$ cat src/rtl/wdt_pkg.sv
package wdt_pkg;

    localparam int DATA_W   = 32;
    localparam int ADDR_W   = 8;
    localparam int PS_W     = 3;
    localparam int PSC_W    = (1 << PS_W) - 1;
    localparam int NUM_POST = 6;

    // register offsets
    localparam logic [ADDR_W-1:0] OFF_SYSC   = 8'h10;
    localparam logic [ADDR_W-1:0] OFF_STAT   = 8'h14;
    localparam logic [ADDR_W-1:0] OFF_CTRL   = 8'h24;
    localparam logic [ADDR_W-1:0] OFF_CNT    = 8'h28;
    localparam logic [ADDR_W-1:0] OFF_LOAD   = 8'h2C;
    localparam logic [ADDR_W-1:0] OFF_TRG    = 8'h30;
    localparam logic [ADDR_W-1:0] OFF_PEND   = 8'h34;
    localparam logic [ADDR_W-1:0] OFF_DLY    = 8'h44;
    localparam logic [ADDR_W-1:0] OFF_KEY    = 8'h48;
    localparam logic [ADDR_W-1:0] OFF_IRAW   = 8'h54;
    localparam logic [ADDR_W-1:0] OFF_ISTAT  = 8'h58;
    localparam logic [ADDR_W-1:0] OFF_IENSET = 8'h5C;
    localparam logic [ADDR_W-1:0] OFF_IENCLR = 8'h60;

    // posted register slot indices (also pending bit positions)
    localparam int SLOT_CTRL = 0;
    localparam int SLOT_CNT  = 1;
    localparam int SLOT_LOAD = 2;
    localparam int SLOT_TRG  = 3;
    localparam int SLOT_KEY  = 4;
    localparam int SLOT_DLY  = 5;

    // key words
    localparam logic [DATA_W-1:0] KEY_HALT1 = 32'h0000_AAAA;
    localparam logic [DATA_W-1:0] KEY_HALT2 = 32'h0000_5555;
    localparam logic [DATA_W-1:0] KEY_GO1   = 32'h0000_BBBB;
    localparam logic [DATA_W-1:0] KEY_GO2   = 32'h0000_4444;

    typedef enum logic [1:0] {
        KEY_IDLE,
        KEY_ARM_STOP,
        KEY_ARM_START
    } key_state_e;

    typedef enum logic [1:0] {
        RUN_OFF,
        RUN_COUNT,
        RUN_FIRE,
        RUN_HOLD
    } run_state_e;

    function automatic logic [ADDR_W-1:0] post_offset(input int idx);
        case (idx)
            SLOT_CTRL: return OFF_CTRL;
            SLOT_CNT:  return OFF_CNT;
            SLOT_LOAD: return OFF_LOAD;
            SLOT_TRG:  return OFF_TRG;
            SLOT_KEY:  return OFF_KEY;
            default:   return OFF_DLY;
        endcase
    endfunction

endpackage

$ cat src/rtl/wdt_post_slot.sv
module wdt_post_slot #(
    parameter int W = 32
) (
    input  logic         clk,
    input  logic         rst_n,
    input  logic         flush,
    input  logic         tick,
    input  logic         wr_hit,
    input  logic [W-1:0] wdata,
    output logic         pend,
    output logic [W-1:0] stage
);

    // A write parks its data here; the next functional tick consumes it.
    always_ff @(posedge clk or negedge rst_n) begin
        if (!rst_n) begin
            pend  <= 1'b0;
            stage <= '0;
        end else if (flush) begin
            pend  <= 1'b0;
        end else if (wr_hit) begin
            pend  <= 1'b1;
            stage <= wdata;
        end else if (tick) begin
            pend  <= 1'b0;
        end
    end

endmodule

$ cat src/rtl/wdt_key_seq.sv
module wdt_key_seq
    import wdt_pkg::*;
(
    input  logic              clk,
    input  logic              rst_n,
    input  logic              clr,
    input  logic              key_valid,
    input  logic [DATA_W-1:0] key_word,
    output logic              start_p,
    output logic              stop_p
);

    key_state_e state, state_nxt;

    // state register
    always_ff @(posedge clk or negedge rst_n) begin
        if (!rst_n) state <= KEY_IDLE;
        else        state <= state_nxt;
    end

    // next state: a first word always (re)arms, anything else disarms
    always_comb begin
        state_nxt = state;
        if (clr) begin
            state_nxt = KEY_IDLE;
        end else if (key_valid) begin
            if (key_word == KEY_HALT1)    state_nxt = KEY_ARM_STOP;
            else if (key_word == KEY_GO1) state_nxt = KEY_ARM_START;
            else                          state_nxt = KEY_IDLE;
        end
    end

    // outputs (Mealy): command emitted when the second word completes a pair
    always_comb begin
        start_p = 1'b0;
        stop_p  = 1'b0;
        if (key_valid && !clr) begin
            unique case (state)
                KEY_IDLE:      ;
                KEY_ARM_STOP:  stop_p  = (key_word == KEY_HALT2);
                KEY_ARM_START: start_p = (key_word == KEY_GO2);
                default:       ;
            endcase
        end
    end

endmodule

$ cat src/rtl/wdt_count_core.sv
module wdt_count_core
    import wdt_pkg::*;
#(
    parameter int PULSE_LEN = 4
) (
    input  logic              clk,
    input  logic              rst_n,
    input  logic              tick,
    input  logic              clr,
    input  logic              start_p,
    input  logic              stop_p,
    input  logic              pre_en,
    input  logic [PS_W-1:0]   ratio,
    input  logic              cfg_chg,
    input  logic              ld_valid,
    input  logic [DATA_W-1:0] ld_value,
    input  logic [DATA_W-1:0] delay_val,
    output logic [DATA_W-1:0] cnt,
    output logic              running,
    output logic              reset_req,
    output logic              ovf_ev,
    output logic              dly_ev
);

    localparam int PL_W = $clog2(PULSE_LEN + 1);
    localparam logic [PSC_W-1:0]  PSC_ONES = '1;
    localparam logic [DATA_W-1:0] CNT_ONES = '1;

    run_state_e       state, state_nxt;
    logic [PSC_W-1:0] ps_cnt;
    logic [PSC_W-1:0] ps_lim;
    logic [PL_W-1:0]  pulse_cnt;
    logic             step;
    logic             ps_clear;

    assign ps_lim = PSC_ONES >> (PSC_W - int'(ratio));

    // one counter increment happens on this tick
    assign step = tick && (state == RUN_COUNT) && !stop_p && !ld_valid
                  && !cfg_chg && (!pre_en || (ps_cnt == ps_lim));

    // state register
    always_ff @(posedge clk or negedge rst_n) begin
        if (!rst_n) state <= RUN_OFF;
        else        state <= state_nxt;
    end

    // next state
    always_comb begin
        state_nxt = state;
        if (clr) begin
            state_nxt = RUN_OFF;
        end else if (tick) begin
            unique case (state)
                RUN_OFF:   if (start_p) state_nxt = RUN_COUNT;
                RUN_COUNT: begin
                    if (stop_p)                        state_nxt = RUN_OFF;
                    else if (step && cnt == CNT_ONES)  state_nxt = RUN_FIRE;
                end
                RUN_FIRE:  if (pulse_cnt == PL_W'(PULSE_LEN - 1)) state_nxt = RUN_HOLD;
                RUN_HOLD: begin
                    if (start_p)     state_nxt = RUN_COUNT;
                    else if (stop_p) state_nxt = RUN_OFF;
                end
                default:   state_nxt = RUN_OFF;
            endcase
        end
    end

    assign ps_clear = ld_valid || cfg_chg ||
                      (state != RUN_COUNT && state_nxt == RUN_COUNT);

    // datapath
    always_ff @(posedge clk or negedge rst_n) begin
        if (!rst_n) begin
            cnt       <= '0;
            ps_cnt    <= '0;
            pulse_cnt <= '0;
        end else if (clr) begin
            cnt       <= '0;
            ps_cnt    <= '0;
            pulse_cnt <= '0;
        end else if (tick) begin
            if (ld_valid)  cnt <= ld_value;
            else if (step) cnt <= cnt + 1'b1;

            if (ps_clear)
                ps_cnt <= '0;
            else if (state == RUN_COUNT && pre_en)
                ps_cnt <= (ps_cnt == ps_lim) ? '0 : ps_cnt + 1'b1;

            if (state == RUN_FIRE) pulse_cnt <= pulse_cnt + 1'b1;
            else                   pulse_cnt <= '0;
        end
    end

    // outputs
    always_comb begin
        running   = (state == RUN_COUNT);
        reset_req = (state == RUN_FIRE);
        ovf_ev    = step && (cnt == CNT_ONES);
        dly_ev    = step && (cnt != CNT_ONES) && ((cnt + 1'b1) == delay_val);
    end

endmodule

$ cat src/rtl/wdt_timer.sv
module wdt_timer
    import wdt_pkg::*;
#(
    parameter int PULSE_LEN = 4
) (
    input  logic              clk,
    input  logic              rst_n,
    input  logic              func_tick,
    input  logic              bus_sel,
    input  logic              bus_we,
    input  logic [ADDR_W-1:0] bus_addr,
    input  logic [DATA_W-1:0] bus_wdata,
    output logic [DATA_W-1:0] bus_rdata,
    output logic              reset_req,
    output logic              irq
);

    logic                wr_en;
    logic                sys_pend;
    logic                soft_go;
    logic [NUM_POST-1:0] pend;
    logic [DATA_W-1:0]   stage [NUM_POST];
    logic [NUM_POST-1:0] apply;

    logic                pre_en_q;
    logic [PS_W-1:0]     ratio_q;
    logic [DATA_W-1:0]   load_q;
    logic [DATA_W-1:0]   trig_q;
    logic [DATA_W-1:0]   dly_q;
    logic [1:0]          irq_raw;
    logic [1:0]          irq_en;
    logic [1:0]          w1c;

    logic                kick;
    logic                ld_valid;
    logic [DATA_W-1:0]   ld_value;
    logic [DATA_W-1:0]   cnt_val;
    logic                running;
    logic                ovf_ev;
    logic                dly_ev;
    logic                start_p;
    logic                stop_p;

    assign wr_en   = bus_sel && bus_we;
    assign soft_go = func_tick && sys_pend;

    // soft reset request: visible until the functional side consumes it
    always_ff @(posedge clk or negedge rst_n) begin
        if (!rst_n)                                          sys_pend <= 1'b0;
        else if (func_tick)                                  sys_pend <= 1'b0;
        else if (wr_en && bus_addr == OFF_SYSC && bus_wdata[1]) sys_pend <= 1'b1;
    end

    // posted write slots
    for (genvar g = 0; g < NUM_POST; g++) begin : g_post
        wdt_post_slot #(.W(DATA_W)) u_slot (
            .clk    (clk),
            .rst_n  (rst_n),
            .flush  (soft_go),
            .tick   (func_tick),
            .wr_hit (wr_en && (bus_addr == post_offset(g))),
            .wdata  (bus_wdata),
            .pend   (pend[g]),
            .stage  (stage[g])
        );
        assign apply[g] = func_tick && pend[g] && !soft_go;
    end

    // functional-side copies of the configuration registers
    always_ff @(posedge clk or negedge rst_n) begin
        if (!rst_n) begin
            pre_en_q <= 1'b0;
            ratio_q  <= '0;
            load_q   <= '0;
            trig_q   <= '0;
            dly_q    <= '0;
        end else if (soft_go) begin
            pre_en_q <= 1'b0;
            ratio_q  <= '0;
            load_q   <= '0;
            trig_q   <= '0;
            dly_q    <= '0;
        end else begin
            if (apply[SLOT_CTRL]) begin
                pre_en_q <= stage[SLOT_CTRL][5];
                ratio_q  <= stage[SLOT_CTRL][4:2];
            end
            if (apply[SLOT_LOAD]) load_q <= stage[SLOT_LOAD];
            if (apply[SLOT_TRG])  trig_q <= stage[SLOT_TRG];
            if (apply[SLOT_DLY])  dly_q  <= stage[SLOT_DLY];
        end
    end

    // kick only on a changed trigger value; direct counter write wins
    assign kick     = apply[SLOT_TRG] && (stage[SLOT_TRG] != trig_q);
    assign ld_valid = apply[SLOT_CNT] || kick;
    assign ld_value = apply[SLOT_CNT]  ? stage[SLOT_CNT]  :
                      apply[SLOT_LOAD] ? stage[SLOT_LOAD] : load_q;

    wdt_key_seq u_keys (
        .clk       (clk),
        .rst_n     (rst_n),
        .clr       (soft_go),
        .key_valid (apply[SLOT_KEY]),
        .key_word  (stage[SLOT_KEY]),
        .start_p   (start_p),
        .stop_p    (stop_p)
    );

    wdt_count_core #(.PULSE_LEN(PULSE_LEN)) u_core (
        .clk       (clk),
        .rst_n     (rst_n),
        .tick      (func_tick),
        .clr       (soft_go),
        .start_p   (start_p),
        .stop_p    (stop_p),
        .pre_en    (pre_en_q),
        .ratio     (ratio_q),
        .cfg_chg   (apply[SLOT_CTRL]),
        .ld_valid  (ld_valid),
        .ld_value  (ld_value),
        .delay_val (dly_q),
        .cnt       (cnt_val),
        .running   (running),
        .reset_req (reset_req),
        .ovf_ev    (ovf_ev),
        .dly_ev    (dly_ev)
    );

    // interrupt status and enables
    assign w1c = (wr_en && (bus_addr == OFF_IRAW || bus_addr == OFF_ISTAT))
                 ? bus_wdata[1:0] : 2'b00;

    always_ff @(posedge clk or negedge rst_n) begin
        if (!rst_n) begin
            irq_raw <= '0;
            irq_en  <= '0;
        end else if (soft_go) begin
            irq_raw <= '0;
            irq_en  <= '0;
        end else begin
            irq_raw <= (irq_raw & ~w1c) | {dly_ev, ovf_ev};
            if (wr_en && bus_addr == OFF_IENSET)
                irq_en <= irq_en | bus_wdata[1:0];
            else if (wr_en && bus_addr == OFF_IENCLR)
                irq_en <= irq_en & ~bus_wdata[1:0];
        end
    end

    assign irq = |(irq_raw & irq_en);

    // read mux
    always_comb begin
        bus_rdata = '0;
        case (bus_addr)
            OFF_SYSC:   bus_rdata = {30'd0, sys_pend, 1'b0};
            OFF_STAT:   bus_rdata = {31'd0, running};
            OFF_CTRL:   bus_rdata = {26'd0, pre_en_q, ratio_q, 2'b00};
            OFF_CNT:    bus_rdata = cnt_val;
            OFF_LOAD:   bus_rdata = load_q;
            OFF_TRG:    bus_rdata = trig_q;
            OFF_PEND:   bus_rdata = {{(DATA_W-NUM_POST){1'b0}}, pend};
            OFF_DLY:    bus_rdata = dly_q;
            OFF_IRAW:   bus_rdata = {30'd0, irq_raw};
            OFF_ISTAT:  bus_rdata = {30'd0, irq_raw & irq_en};
            OFF_IENSET,
            OFF_IENCLR: bus_rdata = {30'd0, irq_en};
            default:    bus_rdata = '0;
        endcase
    end

endmodule

$ cat config.mk
export PLATFORM = sky130hd
export DESIGN_NAME = wdt_timer
export DESIGN_NICKNAME = d
export VERILOG_FILES = /design/src/rtl/wdt_pkg.sv /design/src/rtl/wdt_post_slot.sv /design/src/rtl/wdt_key_seq.sv /design/src/rtl/wdt_count_core.sv /design/src/rtl/wdt_timer.sv
export SDC_FILE = /design/constraint.sdc
export NUM_CORES = 1
export LEC_CHECK = 0
export BUFFER_PORTS_ARGS = -buffer_cell sky130_fd_sc_hd__buf_2
export CORE_ASPECT_RATIO = 1.2
export CORE_MARGIN = 2
export CORE_UTILIZATION = 63
export DETAILED_ROUTE_END_ITERATION = 16
export PLACE_DENSITY_LB_ADDON = 0.05
export SLEW_MARGIN = 15
export SYNTH_ARGS = -nofsm -noshare
export SYNTH_HDL_FRONTEND = slang
export SYNTH_HIERARCHICAL = 1
export SYNTH_SLANG_ARGS = --single-unit
$ cat constraint.sdc
create_clock -name clk -period 4.6 [get_ports clk]
set_input_delay 0.46 -clock clk [delete_from_list [all_inputs] [get_ports clk]]
set_output_delay 0.46 -clock clk [all_outputs]
set_load 0.02 [all_outputs]
## After elaboration in Yosys (flattened, before gate mapping)

Cells that the tools add are included.

- Flip-flop bits (word level): 323
- Input bits: 45
- Output and inout bits: 34
- Word-level logic and storage cells: 202

- Add/sub/neg operators: 4
- Equality and inequality tests: 30
- Shift-type cells: 1
- Multiplexer cells: 61
- Bitwise operators: 8
- Reductions and logical operators: 73

Operators with widths:

| operator | number |
|---|---|
| 32-bit 2-to-1 mux | 11 |
| 32-bit one-hot mux with 11 select lines | 1 |
| 32-bit by 15-bit equality test with 1-bit output, second input constant | 2 |
| 32-bit by 16-bit equality test with 1-bit output, second input constant | 2 |
| 8-bit by 7-bit equality test with 1-bit output, second input constant | 6 |
| 8-bit by 6-bit equality test with 1-bit output, second input constant | 5 |
| 1-bit logical AND | 37 |
| 7-bit 2-to-1 mux | 5 |
| 2-bit 2-to-1 mux | 17 |
| 32-bit by 1-bit adder with 32-bit output, second input constant | 1 |
| 32-bit equality test | 1 |
| 32-bit equality test, second input constant | 1 |
| 32-bit != test | 1 |
| 32-bit != test, second input constant | 1 |
| 7-bit by 32-bit right shift with 7-bit output, first input constant | 1 |
| 3-bit nonzero test | 9 |
| 1-bit 2-to-1 mux | 21 |
| 8-bit by 5-bit equality test with 1-bit output, second input constant | 2 |
| 2-bit AND reduction | 8 |
| 3-bit 2-to-1 mux | 5 |
| 2-bit nonzero test | 6 |
| 2-bit one-hot mux with 4 select lines | 1 |
| 7-bit by 1-bit adder with 7-bit output, second input constant | 1 |
| 7-bit equality test | 1 |
| other kinds (14) | 31 |

## Logic depth before layout (Yosys ltp)

Gate-level depths: netlist of the first run.

- Depth after elaboration: 22
- Mapped depth: 16
- Gate-level depth less buffers: 15

## By module

The synthesis of the first run kept the hierarchy.

Modules (own cells, without submodules):

| module | times used | cells each | area each (um2) | sequential area each (um2) |
|---|---|---|---|---|
| wdt_post_slot | 6 | 73 | 1398.8 | 825.8 |
| wdt_timer | 1 | 572 | 5703.0 | 2627.5 |
| wdt_count_core | 1 | 482 | 3867.5 | 1101.1 |
| wdt_key_seq | 1 | 31 | 247.7 | 50.0 |

## Worst setup path before layout of the first run

Ideal clock, no wire load.

- Path type: reg-to-reg
- From: reg sys_pend
- To: reg u_core.cnt[12]
- Setup time: 0.066 ns
- Arrival time: 3.735 ns
- Required time: 4.534 ns
- Setup slack: 0.799 ns
- Stages on the path, launching flop included: 17
- Path buffers: 4
- Period minus slack after synthesis: 3.801 ns
- Cells stage by stage: dfrtp_1 > clkbuf_1 > nand2_1 > clkinv_1 > clkbuf_1 > or4_4 > nor4_1 > and2_1 > inv_1 > and3_1 > nand2_1 > a21oi_1 > o21a_1 > nor2_1 > clkbuf_1 > clkbuf_1 > a22o_1

- Cells in the longest elaborated chain, start to end: 12
- Elaborated cells between the ends (all ways): 26
- Those cells by class: 6 x mux; 20 x reduce/logical

Ends and longest elaborated chain:

| item | RTL line | text |
|---|---|---|
| start: declaration | wdt_timer.sv:19 | `logic sys_pend;` |
| start signal: assignment | wdt_timer.sv:49 | `if (!rst_n) sys_pend <= 1'b0;` |
| start signal: assignment | wdt_timer.sv:50 | `else if (func_tick) sys_pend <= 1'b0;` |
| start signal: assignment | wdt_timer.sv:51 | `else if (wr_en && bus_addr == OFF_SYSC && bus_wdata[1]) sys_pend <= 1'b1;` |
| 1-bit logical AND * | wdt_timer.sv:45 | `assign soft_go = func_tick && sys_pend;` |
| via soft_go | wdt_timer.sv:20 | `logic soft_go;` |
| 1-bit logical NOT * | wdt_key_seq.sv:37, wdt_timer.sv:66 |  |
| 1-bit logical AND | wdt_timer.sv:66 | `assign apply[g] = func_tick && pend[g] && !soft_go;` |
| 1-bit logical AND * | wdt_key_seq.sv:37 | `if (key_valid && !clr) begin` |
| 1-bit 2-to-1 mux * | wdt_key_seq.sv:37 |  |
| via stop_p | wdt_timer.sv:42 | `logic stop_p;` |
| 1-bit logical NOT * | wdt_count_core.sv:39 | `assign step = tick && (state == RUN_COUNT) && !stop_p && !ld_valid` |
| 1-bit logical AND * (2 in series) | wdt_count_core.sv:39 |  |
| 1-bit logical AND * (2 in series) | wdt_count_core.sv:40 | `&& !cfg_chg && (!pre_en \|\| (ps_cnt == ps_lim));` |
| 3-bit nonzero test (no source line) * | -- |  |
| 2-bit AND reduction (no source line) * | -- |  |
| end signal: assignment | wdt_count_core.sv:84 | `if (ld_valid) cnt <= ld_value;` |
| end signal: assignment | wdt_count_core.sv:85 | `else if (step) cnt <= cnt + 1'b1;` |
| end: declaration | wdt_count_core.sv:18 | `output logic [DATA_W-1:0] cnt,` |

The timed path passes the listed nets; every way through them passes the cells marked *. The select of a mux whose other input is x is not followed.
A chain may end at the register's enable or synchronous reset.

## Final worst setup path of the first run

- From: reg sys_pend
- To: reg u_core.cnt[21]

- Cells in the longest elaborated chain, start to end: 12
- Elaborated cells between the ends (all ways): 26
- Those cells by class: 6 x mux; 20 x reduce/logical

Ends and longest elaborated chain:

| item | RTL line | text |
|---|---|---|
| 1-bit logical AND | wdt_timer.sv:45 |  |
| 1-bit logical NOT | wdt_timer.sv:66 |  |
| 1-bit logical AND | wdt_timer.sv:66 |  |
| via apply[4] | wdt_timer.sv:23 | `logic [NUM_POST-1:0] apply;` |
| 1-bit logical AND | wdt_key_seq.sv:37 |  |
| 1-bit 2-to-1 mux | wdt_key_seq.sv:37 |  |
| via stop_p | wdt_timer.sv:42 |  |
| 1-bit logical NOT | wdt_count_core.sv:39 |  |
| 1-bit logical AND (2 in series) | wdt_count_core.sv:39 |  |
| 1-bit logical AND (2 in series) | wdt_count_core.sv:40 |  |
| 3-bit nonzero test (no source line) | -- |  |
| 2-bit AND reduction (no source line) | -- |  |

The timed path passes the listed nets, and every way through them passes these cells. The select of a mux whose other input is x is not followed.

==> key figures, run 1 <==
Critical path
  • WP data arrival: 4220 ps
  • Setup crit start kind: flop
  • Slowest library cell on the worst path: dfrtp_1
  • CP max stage delay: 550 ps
  • Critical path endpoint category: flop
  • Worst Path Max Fanout: 21
  • CP cell instances: nor2b_1, and2_1, nor4b_1, nand2_1, nor4_1, and2_1, inv_1, and3_1, nand2_1, a21oi_1, o21a_1, nor2_2, buf_12, o2bb2ai_1
  • Worst Path Required: 5030 ps
  • Setup Crit Path Kind: flop to flop

Floorplan
  • I/O pin total: 79
  • Rows: 66
  • Chip Height: 184.3 um
  • Die width: 154.2 um
  • Initial Util: 0.6356
  • Core area: 0.02684 mm2
  • Die area: 0.02841 mm2

STA
  • Fin. Hold Viols: 0
  • Post-Route Setup TNS: 0 ps
  • Clock Skew: 21.42 ps
  • Worst-Margin Slew: 1095 ps
  • Max Slew Vio Count: 0
  • Final Setup Violations: 0
  • Slew margin rel.: 0.2687
  • Tmin final: 3786 ps
  • F_max: 0.2641 GHz
  • RSZ-0062 raised after global routing: no
  • Hold WS: 253.6 ps
  • Final worst path period share: 0.8231

Power and ir drop
  • Leakage: 0.009111 uW
  • Pwr per Cell Area: 315.1 mW/mm2
  • Worst VDD drop: 0.0003353 V

Layout
  • Fill cells: 1996
  • Layout cells sized above 1: 0.2364
  • Final core utilization: 0.6912
  • Inserted Diodes: 0
  • Fin nets: 1560
  • Layout area overhead: 8.758%
  • Multi-input gate area: 0.008214 mm2
  • FF+latch area: 0.008033 mm2

Drt
  • Iter 0 DRT Violations: 1169
  • Drt wl/cell: 26.54 um
  • Antenna-violating nets left: 0
  • Via density: 6.664
  • Pre-antenna DRT Iters: 5
  • Total wire length: 49.65 mm
  • DRC Markers: 0
  • DR vias: 12468

Logic synthesis
  • Syn Nets: 1514
  • Post-Syn Instances: 1465
  • Post-Syn Area per Cell: 11.64 um2
  • YS warnings: 6
  • Synthesized area: 0.01706 mm2

Clock tree
  • CTS tree: yes
  • H-tree levels: 2
  • Deepest clock path buffer count: 3
  • PostCTS Resize Cnt: 0
  • Clk sinks: 321
  • Worst-Skew Late Latency: 520 ps
  • Num CTS Buffers: 34
  • Clock transition at path regs: 60 ps
  • Clock root cell: clkbuf_16
  • Hold buffer count at CTS: 1
  • Post-CTS Setup Repair Bufs: 0

Place
  • Hpwl dp: 33.02 mm
  • Buffers added on ports: 78
  • GPL Wtd Cong: 0.9649

GRT
  • Antenna violations before repair: 0
  • Number of global-route vias before repair: 12639
  • Grt ovf: 0
  • Largest net degree at the start of global routing: 105
  • All-Layer GR Usage: 0.3545
  • Global-route wire length before repair: 76.67 mm

Hold path
  • Hold Path Class: input pin to flop

Flow run
  • Max_cap viols: 0

Outcome
  • Outcome: complete, no violations
-- sequential cells by signal (all words and copies together) (netlist names) --
name and cells:
pre_en_q 1, u_keys/state 2, g_post.u_slot/pend 6, ratio_q 3, u_core/ps_cnt 7, u_core/cnt 32, u_core/state 2, sys_pend 1
trig_q 32, load_q 32, irq_raw 2, irq_en 2, u_core/pulse_cnt 3, g_post.u_slot/stage 164, dly_q 32
-- area by class of cell --
type	count	area share
multi-input cells	1013	0.4428
flip-flops and latches	321	0.4330
clock buffers	48	0.05200
repair buffers	112	0.03817
well taps	340	0.02293
inverters	29	0.005868
clock inverters	8	0.005261
-- worst max-delay path: cells and delay by family (launching register included) --
family	cells	cell delay, ps
simple gates	9	2280
compound gates	3	570
flops	1	550
buf+inv	2	290
-- cells in the final DEF (no fill, tap or decap), drive strengths merged, types with 7 or more instances in the layout --
cell      n
clkbuf   48
dfrtp   321
mux2    167
inv      30
nand2b   12
a22o     92
nor4     16
o21ai    61
nand3b    8
and3     14
nand3    28
buf     111
nor2    105
o22ai     9
and2      7
a22oi    58
a21oi    57
nand4    21
nand2    84
nor4b     7
nor3     19
mux2i    43
xor2     54
o21a      7
xnor2    38
nor2b    16
-- metrics by stage --
| stage | power (uW) | instance area, um2 | setup slack [ps] | std cells |
|---|---|---|---|---|
| 2_1_floorplan | 3055 | 17060 | 798.8 | 1465 |
| 3_3_place_gp | 3210 | 17480 | 1029 | 1814 |
| 3_5_place_dp | 3215 | 17480 | 904.6 | 1814 |
| 4_1_cts | 5871 | 18550 | 897.4 | 1871 |
| 5_1_grt | 6004 | 18550 | 557.6 | 1871 |
| 6_report | 5845 | 18550 | 813.8 | 1871 |
-- path summary, 6_finish.rpt --
| kind | startpoint | endpoint | slack [ps] | cells past startpoint |
|---|---|---|---|---|
| min reg2reg | g_post[5].u_slot/stage[17]$_DFFE_PN0P_ | dly_q[17]$_DFFE_PN0P_ | 490 | 1 |
| min | bus_wdata[19] | g_post[5].u_slot/stage[19]$_DFFE_PN0P_ | 250 | 2 |
| min in group asynchronous | rst_n | g_post[1].u_slot/stage[2]$_DFFE_PN0P_ | 500 | 2 |
| max in group asynchronous | rst_n | g_post[3].u_slot/stage[17]$_DFFE_PN0P_ | 2890 | 3 |
| max | sys_pend$_DFFE_PN0P_ | u_core/cnt[21]$_DFFE_PN0P_ | 810 | 14 |
| max reg2reg | sys_pend$_DFFE_PN0P_ | u_core/cnt[21]$_DFFE_PN0P_ | 810 | 14 |
-- where the power goes --
| group | internal (uW) | switching [uW] |
|---|---|---|
| registers | 2870 | 34.3 |
| logic | 101 | 165 |
| clock network | 1570 | 1110 |
-- layer usage --
layer,up-vias,global-route usage,share of wire
li1,5422,-,-
met1,6356,0.4921,0.42
met2,570,0.5532,0.46
met3,120,0.05643,0.072
met4,0,0.1619,0.045
met5,-,0,0
(Power assumes the default switching activity.)
==> inputs of run 2 (changes only) <==
--- a/config.mk
+++ b/config.mk
@@ -5,10 +5,11 @@
 export SDC_FILE = /design/constraint.sdc
 export NUM_CORES = 1
 export LEC_CHECK = 0
+export ABC_AREA = 1
 export BUFFER_PORTS_ARGS = -buffer_cell sky130_fd_sc_hd__buf_2
 export CORE_ASPECT_RATIO = 1.2
 export CORE_MARGIN = 2
-export CORE_UTILIZATION = 63
+export CORE_UTILIZATION = 57
 export DETAILED_ROUTE_END_ITERATION = 16
 export PLACE_DENSITY_LB_ADDON = 0.05
 export SLEW_MARGIN = 15
==> constraint.sdc (replaced) <==
create_clock -name clk -period 3.4 [get_ports clk]
set_input_delay 0.34 -clock clk [delete_from_list [all_inputs] [get_ports clk]]
set_output_delay 0.34 -clock clk [all_outputs]
set_load 0.02 [all_outputs]
==> key figures, run 2 <==
STA
  • Fin. Hold Viols: 0
  • Clock Skew: 15.56 ps
  • Post-Route Setup TNS: 0 ps
  • Max Slew Vio Count: 0
  • Final worst path period share: 0.8755
  • Hold WS: 121.7 ps
  • F_max: 0.3359 GHz
  • Worst-Margin Slew: 800.4 ps
  • Slew margin rel.: 0.4664
  • Final Setup Violations: 0
  • Tmin final: 2977 ps
  • RSZ-0062 raised after global routing: no

Layout
  • Max FFs per register: 164
  • FF+latch area: 0.008033 mm2
  • Layout cells sized above 1: 0.1414
  • Post-route cell area: 0.01938 mm2
  • Layout area overhead: 8.542%
  • Multi-input gate area: 0.008294 mm2
  • Most frequent cells in the layout: nand2_1 (754), dfrtp_1 (321), nand3_1 (300)
  • Fin nets: 2414
  • Fill cells: 2807
  • Top reg by flops: g_post.u_slot/stage
  • Inserted Diodes: 0
  • Most common cell after layout, fill and taps aside: nand2_1

Drt
  • Drt wl/cell: 20.42 um
  • Iter 0 DRT Violations: 1677
  • Pre-antenna DRT Iters: 6
  • DRC Markers: 0
  • Via density: 5.801
  • Antenna-violating nets left: 0
  • DR vias: 16197
  • Total wire length: 57.03 mm

Power and ir drop
  • Pwr per Cell Area: 549.5 mW/mm2
  • Worst VDD drop: 0.0004427 V
  • Leakage: 0.01002 uW

Hold path
  • Hold depth: 3
  • Worst Hold Launch: bus_wdata[30]
  • Hold Path Class: input pin to flop
  • Hold endpoint: g_post[1].u_slot/stage[30]$_DFFE_PN0P_

Critical path
  • Critical R2R Capture: irq_raw[1]$_DFF_PN0_
  • Worst flop-to-flop path startpoint: g_post[3].u_slot/stage[21]$_DFFE_PN0P_
  • WP data arrival: 3430 ps
  • Worst Path Max Fanout: 3
  • Critical path endpoint category: flop
  • Worst r2r path cells: 17
  • Setup Crit Path Kind: flop to flop
  • Flop-to-flop setup slack: 420 ps
  • Setup crit start kind: flop
  • Worst Path Required: 3850 ps

GRT
  • Grt ovf: 0
  • Largest net degree at the start of global routing: 86
  • Antenna violations before repair: 1
  • Number of global-route vias before repair: 15221
  • Global-route wire length before repair: 88.22 mm
  • All-Layer GR Usage: 0.3552

Clock tree
  • CTS tree: yes
  • Deepest clock path buffer count: 3
  • Worst-Skew Late Latency: 530 ps
  • Clock root cell: clkbuf_16
  • Clock transition at path regs: 70 ps
  • Post-CTS Setup Repair Bufs: 0
  • PostCTS Resize Cnt: 0
  • H-tree levels: 2
  • Hold buffer count at CTS: 1
  • Num CTS Buffers: 35
  • Clk sinks: 321

Logic synthesis
  • Post-Syn Instances: 2328
  • YS warnings: 6
  • Synthesized area: 0.01785 mm2
  • Post-Syn Area per Cell: 7.670 um2
  • Syn Nets: 2377

Place
  • GPL Wtd Cong: 0.9708
  • Buffers added on ports: 78
  • Hpwl dp: 39.46 mm
  • Area of placed instances: 0.01828 mm2

Outcome
  • Outcome: complete, no violations

Flow run
  • Max_cap viols: 0

Floorplan
  • Initial Util: 0.5742
  • I/O pin total: 79
  • Chip Height: 197.9 um
  • Rows: 71
  • Die width: 165.6 um
  • Core area: 0.03109 mm2
  • Die area: 0.03276 mm2
-- run 2: critical path, stage by stage (launching register included) --
cell and delay (ps):
dfrtp_1 400, xnor2_1 170, nand2_1 70, nor2_1 110, nand2_1 80, nor2_1 250, nand2_1 90, nand2_1 80
nand2_1 150, nor4_2 460, nand3b_1 130, nor2_1 250, nand4_1 120, nor3_1 160, nand4_1 90, nor2_1 100
inv_1 40, a21oi_1 120
-- run 2: metrics by stage --
stage	power, uW	std cells	setup WS (ps)	utilization
after CTS	10650	2792	438.2	0.6233
after global routing	11160	2792	186.1	0.6233
final	10650	2792	423.3	0.6233
after global placement	6881	2728	527.8	0.5879
after detailed placement	6932	2728	447.2	0.5879
after floorplan	6190	2328	408.0	-
-- run 2: worst max path at each step --
stage / startpoint / endpoint / slack, ps
after floorplan: sys_pend$_DFFE_PN0P_ / u_core/ps_cnt[4]$_DFFE_PN0P_ / 410
after global placement: g_post[3].u_slot/stage[21]$_DFFE_PN0P_ / irq_raw[1]$_DFF_PN0_ / 530
after detailed placement: g_post[3].u_slot/stage[21]$_DFFE_PN0P_ / irq_raw[1]$_DFF_PN0_ / 450
after CTS: g_post[3].u_slot/stage[21]$_DFFE_PN0P_ / irq_raw[1]$_DFF_PN0_ / 440
after global routing: g_post[3].u_slot/stage[18]$_DFFE_PN0P_ / irq_raw[1]$_DFF_PN0_ / 190
final: g_post[3].u_slot/stage[21]$_DFFE_PN0P_ / irq_raw[1]$_DFF_PN0_ / 420
-- run 2: layer usage --
layer | part of all wire | up-vias | track usage
li1 | - | 7609 | -
met1 | 0.44 | 7776 | 0.5145
met2 | 0.44 | 696 | 0.5316
met3 | 0.088 | 114 | 0.06996
met4 | 0.037 | 2 | 0.1268
met5 | 0.00023 | - | 0
-- run 2: layout make-up --
cell class	instances	share of cell area
timing repair buffer	114	0.03925
inverter	186	0.03609
tap	401	0.02589
sequential	321	0.4145
multi-input combinational	1707	0.4280
clock inverter	11	0.004713
clock buffer	52	0.05159
-- run 2: power by group --
group	switching, uW	total, uW	internal [uW]	leakage, uW
Combinational	1500	2300	793	0.00525
Sequential	460	4630	4170	0.00422
Clock	1600	3720	2120	0.000543
